### src/rtl/bmp_pkg.sv
package bmp_pkg;
    typedef enum logic [2:0] {
        ST_IDLE,
        ST_HDR,
        ST_BODY,
        ST_RAW,
        ST_FIN
    } ld_state_e;

    localparam logic [15:0] SIGNATURE  = 16'h4D42;
    localparam int          HDR_BYTES  = 54;
    localparam int          INFO_BYTES = 40;
    localparam int          PIX_BITS   = 24;
endpackage

### src/rtl/bmp_hdr_check.sv
module bmp_hdr_check #(
    parameter int W = 4,
    parameter int H = 3
) (
    input  logic [31:0] fsize,
    input  logic [31:0] pix_off,
    input  logic [31:0] info_size,
    input  logic [15:0] bit_count,
    input  logic [31:0] img_w,
    input  logic [31:0] img_h,
    output logic        hdr_ok
);
    import bmp_pkg::*;

    logic off_ok;
    logic fmt_ok;
    logic dim_ok;

    always_comb begin
        off_ok = (pix_off < fsize) && (pix_off >= 32'(HDR_BYTES));
        fmt_ok = (info_size == 32'(INFO_BYTES)) && (bit_count == 16'(PIX_BITS));
        dim_ok = (img_w == 32'(W)) && (img_h == 32'(H));
        hdr_ok = off_ok && fmt_ok && dim_ok;
    end
endmodule

### src/rtl/bmp_pix_pack.sv
module bmp_pix_pack (
    input  logic [7:0]  red,
    input  logic [7:0]  green,
    input  logic [7:0]  blue,
    output logic [15:0] word
);
    always_comb begin
        word = {red[7:3], green[7:2], blue[7:3]};
    end
endmodule

### src/rtl/bmp_fb_loader.sv
module bmp_fb_loader #(
    parameter int W = 4,
    parameter int H = 3
) (
    input  logic                        clk,
    input  logic                        rst_n,
    input  logic                        start,
    input  logic                        in_valid,
    input  logic [7:0]                  in_data,
    input  logic                        in_last,
    output logic                        fb_we,
    output logic [$clog2(W*H)-1:0]      fb_addr,
    output logic [15:0]                 fb_data,
    output logic                        done,
    output logic                        err
);
    import bmp_pkg::*;

    localparam int N  = W * H;
    localparam int AW = $clog2(N);
    localparam int CW = (W > 1) ? $clog2(W) : 1;

    typedef struct packed {
        ld_state_e      st;
        logic [31:0]    pos;
        logic [31:0]    sh;
        logic [31:0]    fsize;
        logic [31:0]    off;
        logic [31:0]    isize;
        logic [31:0]    wid;
        logic [31:0]    hgt;
        logic [7:0]     lo;
        logic [7:0]     blue;
        logic [7:0]     green;
        logic [1:0]     phase;
        logic [CW-1:0]  col;
        logic [AW-1:0]  base;
        logic [AW-1:0]  waddr;
        logic           we;
        logic [AW-1:0]  addr;
        logic [15:0]    data;
        logic           done;
        logic           err;
    } ld_regs_t;

    ld_regs_t q, d;
    logic [31:0] sh_next;
    logic        hdr_ok;
    logic [15:0] pix_word;

    assign sh_next = {in_data, q.sh[31:8]};

    bmp_hdr_check #(.W(W), .H(H)) i_hdr_check (
        .fsize     (q.fsize),
        .pix_off   (q.off),
        .info_size (q.isize),
        .bit_count (sh_next[31:16]),
        .img_w     (q.wid),
        .img_h     (q.hgt),
        .hdr_ok    (hdr_ok)
    );

    bmp_pix_pack i_pix_pack (
        .red   (in_data),
        .green (q.green),
        .blue  (q.blue),
        .word  (pix_word)
    );

    always_comb begin
        d      = q;
        d.we   = 1'b0;
        d.done = 1'b0;
        d.err  = 1'b0;
        if (start) begin
            d.st    = ST_HDR;
            d.pos   = '0;
            d.phase = '0;
            d.col   = '0;
            d.base  = AW'((H - 1) * W);
            d.waddr = '0;
        end else if (in_valid) begin
            case (q.st)
                ST_HDR: begin
                    d.pos = q.pos + 32'd1;
                    d.sh  = sh_next;
                    case (q.pos)
                        32'd0:  d.lo = in_data;
                        32'd1: begin
                            if ({in_data, q.lo} != SIGNATURE) begin
                                d.st    = ST_RAW;
                                d.we    = 1'b1;
                                d.addr  = '0;
                                d.data  = {in_data, q.lo};
                                d.waddr = AW'(1);
                            end
                        end
                        32'd5:  d.fsize = sh_next;
                        32'd13: d.off   = sh_next;
                        32'd17: d.isize = sh_next;
                        32'd21: d.wid   = sh_next;
                        32'd25: d.hgt   = sh_next;
                        32'd29: begin
                            if (hdr_ok) begin
                                d.st = ST_BODY;
                            end else begin
                                d.st  = ST_FIN;
                                d.err = 1'b1;
                            end
                        end
                        default: ;
                    endcase
                end
                ST_BODY: begin
                    d.pos = q.pos + 32'd1;
                    if (q.pos >= q.off) begin
                        case (q.phase)
                            2'd0: begin
                                d.blue  = in_data;
                                d.phase = 2'd1;
                            end
                            2'd1: begin
                                d.green = in_data;
                                d.phase = 2'd2;
                            end
                            default: begin
                                d.phase = 2'd0;
                                d.we    = 1'b1;
                                d.addr  = q.base + AW'(q.col);
                                d.data  = pix_word;
                                if (q.col == CW'(W - 1)) begin
                                    d.col = '0;
                                    if (q.base == '0) begin
                                        d.st   = ST_FIN;
                                        d.done = 1'b1;
                                    end else begin
                                        d.base = q.base - AW'(W);
                                    end
                                end else begin
                                    d.col = q.col + CW'(1);
                                end
                            end
                        endcase
                    end
                end
                ST_RAW: begin
                    d.pos = q.pos + 32'd1;
                    if (!q.pos[0]) begin
                        d.lo = in_data;
                    end else begin
                        d.we   = 1'b1;
                        d.addr = q.waddr;
                        d.data = {in_data, q.lo};
                        if (q.waddr == AW'(N - 1)) begin
                            d.st   = ST_FIN;
                            d.done = 1'b1;
                        end else begin
                            d.waddr = q.waddr + AW'(1);
                        end
                    end
                end
                default: ;
            endcase
            if (in_last && (q.st == ST_HDR || q.st == ST_BODY || q.st == ST_RAW)
                && !d.done && !d.err) begin
                d.st  = ST_FIN;
                d.err = 1'b1;
            end
        end
    end

    always_ff @(posedge clk or negedge rst_n) begin
        if (!rst_n) begin
            q       <= '0;
            q.st    <= ST_IDLE;
        end else begin
            q <= d;
        end
    end

    assign fb_we   = q.we;
    assign fb_addr = q.addr;
    assign fb_data = q.data;
    assign done    = q.done;
    assign err     = q.err;
endmodule

### config.mk
export PLATFORM = sky130hd
export DESIGN_NAME = bmp_fb_loader
export DESIGN_NICKNAME = d
export VERILOG_FILES = /design/src/rtl/bmp_pkg.sv /design/src/rtl/bmp_hdr_check.sv /design/src/rtl/bmp_pix_pack.sv /design/src/rtl/bmp_fb_loader.sv
export SDC_FILE = /design/constraint.sdc
export NUM_CORES = 1
export LEC_CHECK = 0
export ABC_AREA = 1
export BUFFER_PORTS_ARGS = -buffer_cell sky130_fd_sc_hd__clkbuf_2
export CAP_MARGIN = 0
export CORE_MARGIN = 1
export CORE_UTILIZATION = 35
export CTS_CLUSTER_DIAMETER = 40
export DETAILED_ROUTE_END_ITERATION = 7
export PLACE_DENSITY_LB_ADDON = 0.12
export SYNTH_ARGS = -nofsm -noshare
export SYNTH_HDL_FRONTEND = slang
export SYNTH_SLANG_ARGS = --single-unit
### constraint.sdc
create_clock -name clk -period 4.8 [get_ports clk]
set_clock_uncertainty 0.2 [all_clocks]
set_input_delay 0.96 -clock clk [delete_from_list [all_inputs] [get_ports clk]]
set_output_delay 0.96 -clock clk [all_outputs]
set_load 0.1 [all_outputs]
==> run_results.csv, run 1 <==
group,metric,value,unit
synthesis,synth_compound_area_share,13.63,%
clocking,cts_tree,"done",
synthesis,yosys.area_share.simple,21.02,%
power_and_ir_drop,p_seq_share,34.5,%
critical_path,cp_slowest_cell,"a21boi_2",
timing,tightest_slew,1.121,ns
synthesis,synth-xor-area-share,0,%
critical_path,start_kind,"flop",
critical_path,r2r_start,"q[256]$_DFFE_PN0P_",
synthesis,netlist_top_cells_area,"dfrtp_1 (50%), nand2_1 (8.7%), o21ai_0 (6.9%)",
power_and_ir_drop,swShare,34.65,%
global_route,grt_usage,19.42,%
critical_path,critical_path_required,5.10,ns
synthesis,ys_seq_area_share,50.03,%
floorplanning,die_area,39520,sq um
clocking,post_cts_resized,0,
synthesis,synth_ff_type,"dfrtp_1",
floorplanning,pin_count,36,
critical_path,cp-startpoint,"q[256]$_DFFE_PN0P_",
synthesis,synth_fa_ha_area_share,6.462,%
power_and_ir_drop,finalPower,8.083,mW
synthesis,async_flop_share,100.0,%
synthesis,synth.most_common_cell,"nand2_1",
status,status,"complete, no violations",
drt,vias,10500,
power_and_ir_drop,power_leakage,7.517,nW
synthesis,yosys_warnings,0,
global_route,grt_max_degree,104,
place,place_ws,1.336,ns
synthesis,synth_edf_count,0,
synthesis,syn_avg_cell_area,8.471,sq um
critical_path,path_depth,15,
synthesis,ys_ff_latch,271,
floorplanning,die_w,198.8,um
critical_path,path_class,"reg -> reg",
synthesis,syn_area,13550,sq um
timing,clock.fmax,0.2978,GHz
critical_path,cp_data_arrival_time,3.66,ns
synthesis,synth_top_family_by_area,"simple AND/OR/NAND/NOR gates",
clocking,root_buffer,"clkbuf_16",
power_and_ir_drop,p_per_area,510.6,nW/um^2
drt,first_pass_iters,5,
clocking,clk_pin_slew,0.05,ns
synthesis,synth_common_cells,"nand2_1 (314), dfrtp_1 (271), inv_1 (207)",
critical_path,crit_end,"fb_data[5]$_DFFE_PN0P_",
floorplanning,start_util,35.82,%
critical_path,rr_worst_depth,15,
clocking,cts_max_level,2,
synthesis,yosys.cell_types.count,45,
finish,multiInputGateArea,5585,sq um
power_and_ir_drop,p_comb_share,21.4,%
floorplanning,core,37840,sq um
place,dp_hpwl,25.44,mm
drt,drt-initial-drc-count,716,
synthesis,synth_top_area_share,50.03,%
floorplanning,fp.dieH,198.8,um
finish,final-seq-area,6782,sq um
critical_path,cpLargestDelayFamily,"simple AND/OR/NAND/NOR gates",
critical_path,ff2ff_setup_slack,1.44,ns
timing,setup_viol,0,
timing,final.setup.tns,0,ns
finish,final_nets,1711,
finish,diodes,0,
finish,final_cells,2178,
worst_hold_path,hp-class,"in -> async",
critical_path,cp_cell_sequence,"ha_1, nand2_1, nor2_1, nand4_1, nor2_1, nor2_1, nand2_1, nand2_1, a21boi_2, nand2_2, nand2_4, nand2_4, clkinv_2, nor2_1, a21oi_1",
global_route,grt_first_pass_wirelength,58.67,mm
clocking,clock_path_buffers,3,
clocking,cts.sinks,271,
critical_path,rr_endpoint,"fb_data[5]$_DFFE_PN0P_",
finish,design_area,15830,sq um
drt,antenna_left,0,
finish,syn_to_final_growth,16.79,%
timing,relSlewSlack,24.97,%
power_and_ir_drop,p_int,5.283,mW
floorplanning,rows,71,
timing,layout_min_cycle_time,3.358,ns
clocking,insertion_delay,0.59,ns
synthesis,synthMuxAreaShare,0.07385,%
finish,drive_gt1_share,11.52,%
run,cap_violations,0,
power_and_ir_drop,p_sw,2.801,mW
critical_path,path_max_fanout,21,
critical_path,cp.buffers_inverters,1,
critical_path,crit_path_frequent_cell,"nor2_1",
global_route,overflow,0,
clocking,post-cts-setup-buffers,0,
timing,finalMaxSlewViolations,0,
place,postPlaceCellArea,14110,sq um
timing,finalCritPeriodShare,69.95,%
clocking,cts_hold_buf,0,
finish,post-route-util,41.83,%
place,portBuffers,35,
place,placed_cells,2088,
synthesis,yosysTopAreaCell,"dfrtp_1",
global_route,antenna_found_initial,0,
synthesis,synth.net_count,1683,
finish,nFillCells,3896,
global_route,grt_pass1_vias,10380,
power_and_ir_drop,p_clk_share,44.1,%
place,gp_congestion,0.8425,
drt,via_per_inst,4.819,
drt,drc,0,
timing,setup_slack,1.442,ns
timing,finalHoldViolCount,0,
timing,rsz0062_at_grt,"false",
clocking,cts_buffers,49,
synthesis,synthesis.instances,1600,
critical_path,slowest_delay,0.61,ns
timing,whs,0.2371,ns
power_and_ir_drop,worst_ir_drop_vdd,0.2780,mV
critical_path,endpoint_kind,"flop",
drt,routed_wl,36.39,mm
drt,routedWlPerCell,16.71,um
[worst min path at each step]
stage	start	endpoint	slack (ns)	cells after the start
floorplan	fb_data[11]$_DFFE_PN0P_	fb_data[11]$_DFFE_PN0P_	0.24	2
global placement	fb_data[12]$_DFFE_PN0P_	fb_data[12]$_DFFE_PN0P_	0.26	2
detailed placement	fb_data[12]$_DFFE_PN0P_	fb_data[12]$_DFFE_PN0P_	0.26	2
CTS	rst_n	q[272]$_DFFE_PN0P_	0.25	1
global route	fb_data[14]$_DFFE_PN0P_	fb_data[14]$_DFFE_PN0P_	0.29	2
finish	rst_n	q[258]$_DFFE_PN0P_	0.24	1
[cells in the final DEF (no fill, tap or decap), types with 8 or more instances in the layout]
master / netlist / layout
nand2_1: 314 / 313
dfrtp_1: 271 / 271
inv_1: 207 / 207
o21ai_0: 186 / 186
nor2_1: 120 / 120
a21oi_1: 106 / 106
ha_1: 70 / 70
nand3_1: 56 / 56
clkbuf_16: 0 / 49
nor3_1: 36 / 36
clkbuf_2: 0 / 34
nand4_1: 32 / 32
o21ai_1: 26 / 26
nor4_1: 14 / 14
inv_2: 12 / 12
a21oi_2: 12 / 12
buf_4: 20 / 10
nand3b_1: 9 / 9
clkbuf_1: 35 / 9
clkinv_2: 1 / 8
clkbuf_8: 0 / 8
[power by group through the flow]
stage	combinational, mW	sequential (mW)	clock, mW
after floorplan	1.40	2.78	0
after global placement	1.74	2.82	0
after detailed placement	1.75	2.82	0
after CTS	1.76	2.79	3.64
after global routing	1.92	2.83	3.75
final	1.73	2.79	3.56
[area by class of cell]
type / instances / area share [%]
clock buffer: 66 / 8.655
clock inverter: 24 / 2.189
inverter: 220 / 5.224
multi-input combinational: 1040 / 35.28
sequential: 271 / 42.84
tap: 511 / 4.039
timing repair buffer: 46 / 1.770
[registers in the layout (all words and copies together), names as in the netlist]
name and cells:
done 1, fb_we 1, fb_data 16, q 248, fb_addr 4, err 1
[worst reg2reg max path, delay by kind of cell, from the launching register on]
kind	cells	cell delay, ns
flops	1	0.51
simple gates	11	1.22
buf+inv	1	0.25
compound gates	2	0.73
fa+ha+maj	1	0.38
[kinds of logic (layout without fill, tap and decap cells)]
logic type / after synthesis / in the layout
and+or+nand+nor: 619 / 619
muxes: 1 / 1
AOI/OAI and AO/OA: 350 / 350
DFF: 271 / 271
buffers and inverters: 289 / 356
adders and majority gates: 70 / 70
[per-layer routing]
metal / wire length (um) / track usage (%) / up-vias
met5: 0 / 0 / -
met4: 691 / 6.296 / 0
met3: 1590 / 3.306 / 44
met2: 15900 / 29.66 / 206
met1: 18200 / 27.83 / 4946
li1: - / - / 5300
Note: power is estimated with default switching activity, not from simulation.
==> run 2: changes to the inputs <==
Clock period 4.8 ns to 3.2 ns, I/O delays scaled along.
==> run 2 against run 1 <==
Compared with the run above:
- hold slack lost 0.075 ns
- wire length shrank 1.0%
- largest power group unchanged
- count of clock-buffer cells in the layout shrank 15
- final cell count grew 0.55%
- critical endpoint is now fb_data[0]$_DFFE_PN0P_
- largest cell class unchanged
- first-iteration DRC count grew 3.1%
- via count shrank 0.28%
- fmax grew 19%
==> run_results.csv, run 2 (synthesis results as in run 1) <==
group,metric,value,unit
critical_path,endpoint_kind,"flop",
timing,setup_slack,0.3675,ns
finish,final_common_cell,"nand2_1",
global_route,grt_pass1_vias,10160,
place,place_ws,0.3012,ns
critical_path,crit_path_frequent_cell,"nand2_1",
finish,largest-register,"q",
place,dp_hpwl,25.71,mm
power_and_ir_drop,p_int,7.824,mW
power_and_ir_drop,p_seq_share,34.7,%
finish,design_area,15960,sq um
timing,setup_viol,0,
global_route,grt_usage,19.21,%
finish,syn_to_final_growth,17.75,%
clocking,clock_path_buffers,3,
clocking,cts_buffers,44,
timing,finalHoldViolCount,0,
clocking,cts_max_level,2,
drt,drc,0,
finish,largest_reg_flops,248,
clocking,root_buffer,"clkbuf_16",
power_and_ir_drop,p_clk_share,43.1,%
critical_path,cp.buffers_inverters,1,
power_and_ir_drop,worst_ir_drop_vdd,0.4468,mV
clocking,clk_pin_slew,0.05,ns
timing,tightest_slew,0.6914,ns
drt,first_pass_iters,5,
critical_path,critical_path_required,3.43,ns
critical_path,path_max_fanout,12,
drt,vias,10470,
floorplanning,core,37840,sq um
drt,routed_wl,36.02,mm
floorplanning,pin_count,36,
power_and_ir_drop,power_leakage,7.580,nW
run,cap_violations,0,
critical_path,cp_slowest_cell,"dfrtp_1",
drt,via_per_inst,4.779,
place,placed_cells,2109,
critical_path,cp_cell_sequence,"ha_1, nand2_1, nor2_1, nand2_1, nor2_1, nor2_1, nand2_1, nand2_1, a21boi_2, nand2_2, nand2_4, nand2_4, buf_4, a21oi_1, a21oi_1",
critical_path,rr_worst_depth,15,
place,gp_congestion,0.8393,
floorplanning,rows,71,
critical_path,slowest_delay,0.47,ns
critical_path,r2r_start,"q[264]$_DFFE_PN0P_",
timing,finalCritPeriodShare,88.52,%
drt,route.met3.wl,1.417,mm
finish,final_nets,1728,
global_route,grt_max_degree,76,
floorplanning,die_area,39520,sq um
floorplanning,start_util,35.82,%
clocking,cts.sinks,271,
finish,drive_gt1_share,12.63,%
finish,final_cells,2190,
drt,met1Wirelength,18.23,mm
worst_hold_path,hp-class,"in -> reg",
timing,layout_min_cycle_time,2.832,ns
drt,routedWlPerCell,16.45,um
place,postPlaceCellArea,14320,sq um
status,status,"complete, no violations",
drt,top_layer_used,"met4",
critical_path,cp_data_arrival_time,3.07,ns
timing,finalMaxSlewViolations,0,
floorplanning,die_w,198.8,um
timing,rsz0062_at_grt,"false",
critical_path,path_class,"reg -> reg",
critical_path,start_kind,"flop",
finish,diodes,0,
drt,antenna_left,0,
critical_path,crit_end,"fb_data[0]$_DFFE_PN0P_",
critical_path,ff2ff_setup_slack,0.37,ns
critical_path,path_depth,15,
global_route,antenna_found_initial,0,
timing,final.setup.tns,0,ns
power_and_ir_drop,p_sw,4.219,mW
global_route,overflow,0,
power_and_ir_drop,swShare,35.04,%
timing,clock.fmax,0.3530,GHz
drt,dr_wl_met2,15.58,mm
clocking,cts_tree,"done",
power_and_ir_drop,finalPower,12.04,mW
place,portBuffers,35,
global_route,grt_first_pass_wirelength,58.09,mm
power_and_ir_drop,p_per_area,754.6,nW/um^2
clocking,insertion_delay,0.57,ns
critical_path,cp-startpoint,"q[264]$_DFFE_PN0P_",
floorplanning,fp.dieH,198.8,um
finish,final_cell_mix,"nand2_1 (313), dfrtp_1 (271), inv_1 (207)",
timing,relSlewSlack,53.91,%
power_and_ir_drop,p_comb_share,22.2,%
finish,nFillCells,3881,
critical_path,rr_endpoint,"fb_data[0]$_DFFE_PN0P_",
critical_path,cpLargestDelayFamily,"simple AND/OR/NAND/NOR gates",
drt,drt-initial-drc-count,738,
-- run 2: stage by stage --
step | util [%] | hold WS, ns
after floorplan | - | 0.1444
after global placement | 37.84 | 0.2582
after detailed placement | 37.84 | 0.2628
after CTS | 42.16 | 0.1283
after global routing | 42.17 | 0.1577
final | 42.17 | 0.1621
-- run 2: worst min-delay path by stage --
stage,endpoint,slack (ns),cells after the start,startpoint
2_1_floorplan,done$_DFF_PN0_,0.14,0,rst_n
3_3_place_gp,fb_data[15]$_DFFE_PN0P_,0.26,2,fb_data[15]$_DFFE_PN0P_
3_5_place_dp,fb_data[15]$_DFFE_PN0P_,0.26,2,fb_data[15]$_DFFE_PN0P_
4_1_cts,q[218]$_DFFE_PN0P_,0.13,3,in_data[7]
5_1_grt,q[218]$_DFFE_PN0P_,0.16,3,in_data[7]
6_report,q[218]$_DFFE_PN0P_,0.16,3,in_data[7]
-- run 2: metal layers --
metal,global-route usage (%),vias to the layer above
met5,0,-
met4,6.125,0
met3,3.171,53
met2,29.03,152
met1,27.87,4922
li1,-,5340
-- run 2: layout make-up --
class                           instances  area, sq um  share of cell area [%]
Sequential cell                       271         6782                   42.49
Multi-Input combinational cell       1040         5590                   35.03
Clock buffer                           51         1187                   7.440
Inverter                              220        827.0                   5.182
Tap cell                              511        639.4                   4.006
Timing Repair Buffer                   68        498.0                   3.120
Clock inverter                         29        436.7                   2.736
-- run 2: power by group through the flow --
stage | clock, mW | sequential (mW) | combinational (mW)
6_report | 5.18 | 4.18 | 2.68
5_1_grt | 5.45 | 4.24 | 2.97
4_1_cts | 5.32 | 4.19 | 2.72
3_5_place_dp | 0 | 4.24 | 2.71
3_3_place_gp | 0 | 4.23 | 2.71
2_1_floorplan | 0 | 4.16 | 2.09
-- run 2: tightest hold or removal path: stages --
cell      delay (ns)
clkbuf_2        0.13
a21oi_1         0.07
inv_1           0.04
-- run 2: repair_timing --
action	4_1_cts	5_1_grt
setup buffers	0	0
hold buffers	1	0
hold endpoints to repair	69	0
endpoints found under the setup margin	0	1
resized for setup	0	1
==> run 3: changes to the inputs <==
Clock period 3.2 ns to 3.55 ns, I/O delays scaled along.
==> run 3 against run 2 <==
Compared with the run above:
- the run now ends with negative hold slack left
- via count is 2.0% higher
- highest routed layer unchanged
- hold slack worse by 0.20 ns
- critical path type unchanged
- count of clock-buffer cells in the layout is 15 higher
- worst setup slack better by 0.0034 ns
==> run_results.csv, run 3 (synthesis results as in run 1) <==
group,metric,value,unit
clocking,post-cts-setup-buffers,0,
power_and_ir_drop,power_leakage,7.610,nW
clocking,cts_tree,"done",
critical_path,cp_slowest_cell,"dfrtp_1",
global_route,grt_max_degree,84,
status,violations,"negative hold slack",
power_and_ir_drop,finalPower,11.27,mW
finish,final_nets,1723,
global_route,use_met3,3.001,%
drt,routedWlPerCell,17.02,um
finish,post-route-util,42.41,%
power_and_ir_drop,worst_ir_drop_vdd,0.4389,mV
floorplanning,core,37840,sq um
finish,largest-register,"q",
finish,final_cells,2190,
critical_path,r2r_start,"q[256]$_DFFE_PN0P_",
timing,whs,-0.03907,ns
floorplanning,die_w,198.8,um
floorplanning,pin_count,36,
timing,final.setup.tns,0,ns
clocking,cts.sinks,271,
clocking,clock_path_buffers,3,
finish,design_area,16050,sq um
timing,finalMaxSlewViolations,0,
timing,relSlewSlack,50.26,%
clocking,cts_buffers,49,
critical_path,ff2ff_setup_slack,0.37,ns
critical_path,rr_endpoint,"q[50]$_DFFE_PN0P_",
critical_path,crit_end,"q[50]$_DFFE_PN0P_",
critical_path,rr_worst_depth,14,
critical_path,path_class,"reg -> reg",
status,status,"finished, violations left",
critical_path,cp-startpoint,"q[256]$_DFFE_PN0P_",
run,cap_violations,0,
drt,antenna_left,0,
finish,final_common_cell,"nand2_1",
finish,syn_to_final_growth,18.40,%
place,dp_hpwl,25.92,mm
critical_path,start_kind,"flop",
timing,tightest_slew,0.7461,ns
timing,rsz0062_at_grt,"false",
drt,via_per_inst,4.876,
clocking,insertion_delay,0.56,ns
finish,nFillCells,3863,
critical_path,cp_cell_sequence,"ha_1, nand2_1, nor2_1, nand4_1, nor2_1, nor2_1, nand2_1, nand2_1, a21boi_2, buf_4, nand2_1, inv_1, nand3_1, o21ai_0",
global_route,overflow,0,
critical_path,slowest_delay,0.50,ns
critical_path,critical_path_required,3.80,ns
global_route,grt_usage,19.64,%
drt,routed_wl,37.28,mm
global_route,antenna_found_initial,2,
global_route,busiest_layer,"met2",
floorplanning,start_util,35.82,%
clocking,clk_pin_slew,0.05,ns
critical_path,path_max_fanout,13,
critical_path,endpoint_kind,"flop",
critical_path,cp_data_arrival_time,3.43,ns
worst_hold_path,hp-class,"in -> async",
power_and_ir_drop,p_per_area,702.0,nW/um^2
drt,vias,10680,
floorplanning,rows,71,
finish,diodes,0,
place,gp_congestion,0.8486,
clocking,cts_max_level,2,
global_route,use_met1,29.01,%
global_route,grt_pass1_vias,10480,
drt,drc,0,
clocking,root_buffer,"clkbuf_16",
floorplanning,fp.dieH,198.8,um
timing,finalHoldViolCount,6,
place,portBuffers,35,
timing,layout_min_cycle_time,3.179,ns
place,postPlaceCellArea,14240,sq um
timing,clock.fmax,0.3146,GHz
finish,largest_reg_flops,248,
drt,drt-initial-drc-count,722,
finish,drive_gt1_share,12.39,%
critical_path,crit_path_frequent_cell,"nand2_1",
floorplanning,die_area,39520,sq um
timing,setup_viol,0,
timing,setup_slack,0.3709,ns
global_route,grt_util_met2,29.59,%
finish,final_cell_mix,"nand2_1 (313), dfrtp_1 (271), inv_1 (207)",
place,place_ws,0.3590,ns
place,placed_cells,2100,
global_route,grt_first_pass_wirelength,59.53,mm
drt,first_pass_iters,5,
timing,finalCritPeriodShare,89.55,%
[run 3: changes by cell type in the layout (fill, tap and decap cells not counted), sizes merged]
| cell | change |
|---|---|
| inv | -6 |
| clkbuf | +15 |
| clkinvlp | +1 |
| dlygate4sd3 | -1 |
| bufinv | +1 |
| buf | -9 |
| clkinv | -1 |
[run 3: area by class of cell]
cell class | count | area (sq um) | area share [%]
well taps | 511 | 639.4 | 3.984
clock inverters | 24 | 379.1 | 2.362
flip-flops and latches | 271 | 6782 | 42.26
clock buffers | 66 | 1423 | 8.865
repair buffers | 58 | 407.9 | 2.542
inverters | 220 | 827.0 | 5.154
multi-input cells | 1040 | 5590 | 34.84
[run 3: power by group]
group	internal, mW	total (mW)	switching [mW]
combinational	0.507	2.39	1.88
sequential	3.49	3.79	0.293
clock	3.45	5.09	1.64
[run 3: repair_timing]
action	CTS	global route
hold buffers	0	0
endpoints found under the setup margin	0	5
resized for setup	0	1
[run 3: worst min path at each step]
stage,startpoint,endpoint,cells past startpoint
after floorplan,rst_n,done$_DFF_PN0_,0
after global placement,fb_data[11]$_DFFE_PN0P_,fb_data[11]$_DFFE_PN0P_,2
after detailed placement,fb_data[15]$_DFFE_PN0P_,fb_data[15]$_DFFE_PN0P_,2
after CTS,rst_n,q[261]$_DFFE_PN0P_,1
after global routing,rst_n,q[261]$_DFFE_PN0P_,1
final,rst_n,q[261]$_DFFE_PN0P_,1
[run 3: metal layers]
metal  part of all wire, %  up-vias
li1                      -     5323
met1                    50     5101
met2                    44      198
met3                   4.4       56
met4                   1.8        0
met5                     0        -
[run 3: worst max-delay path: cells and delay by family (launching register included)]
kind                     cells  cell delay, ns
AO/OA/AOI/OAI                2            0.52
adder cells (fa/ha/maj)      1            0.36
buffers and inverters        2            0.38
flip-flops                   1            0.50
AND/OR/NAND/NOR              9            1.12
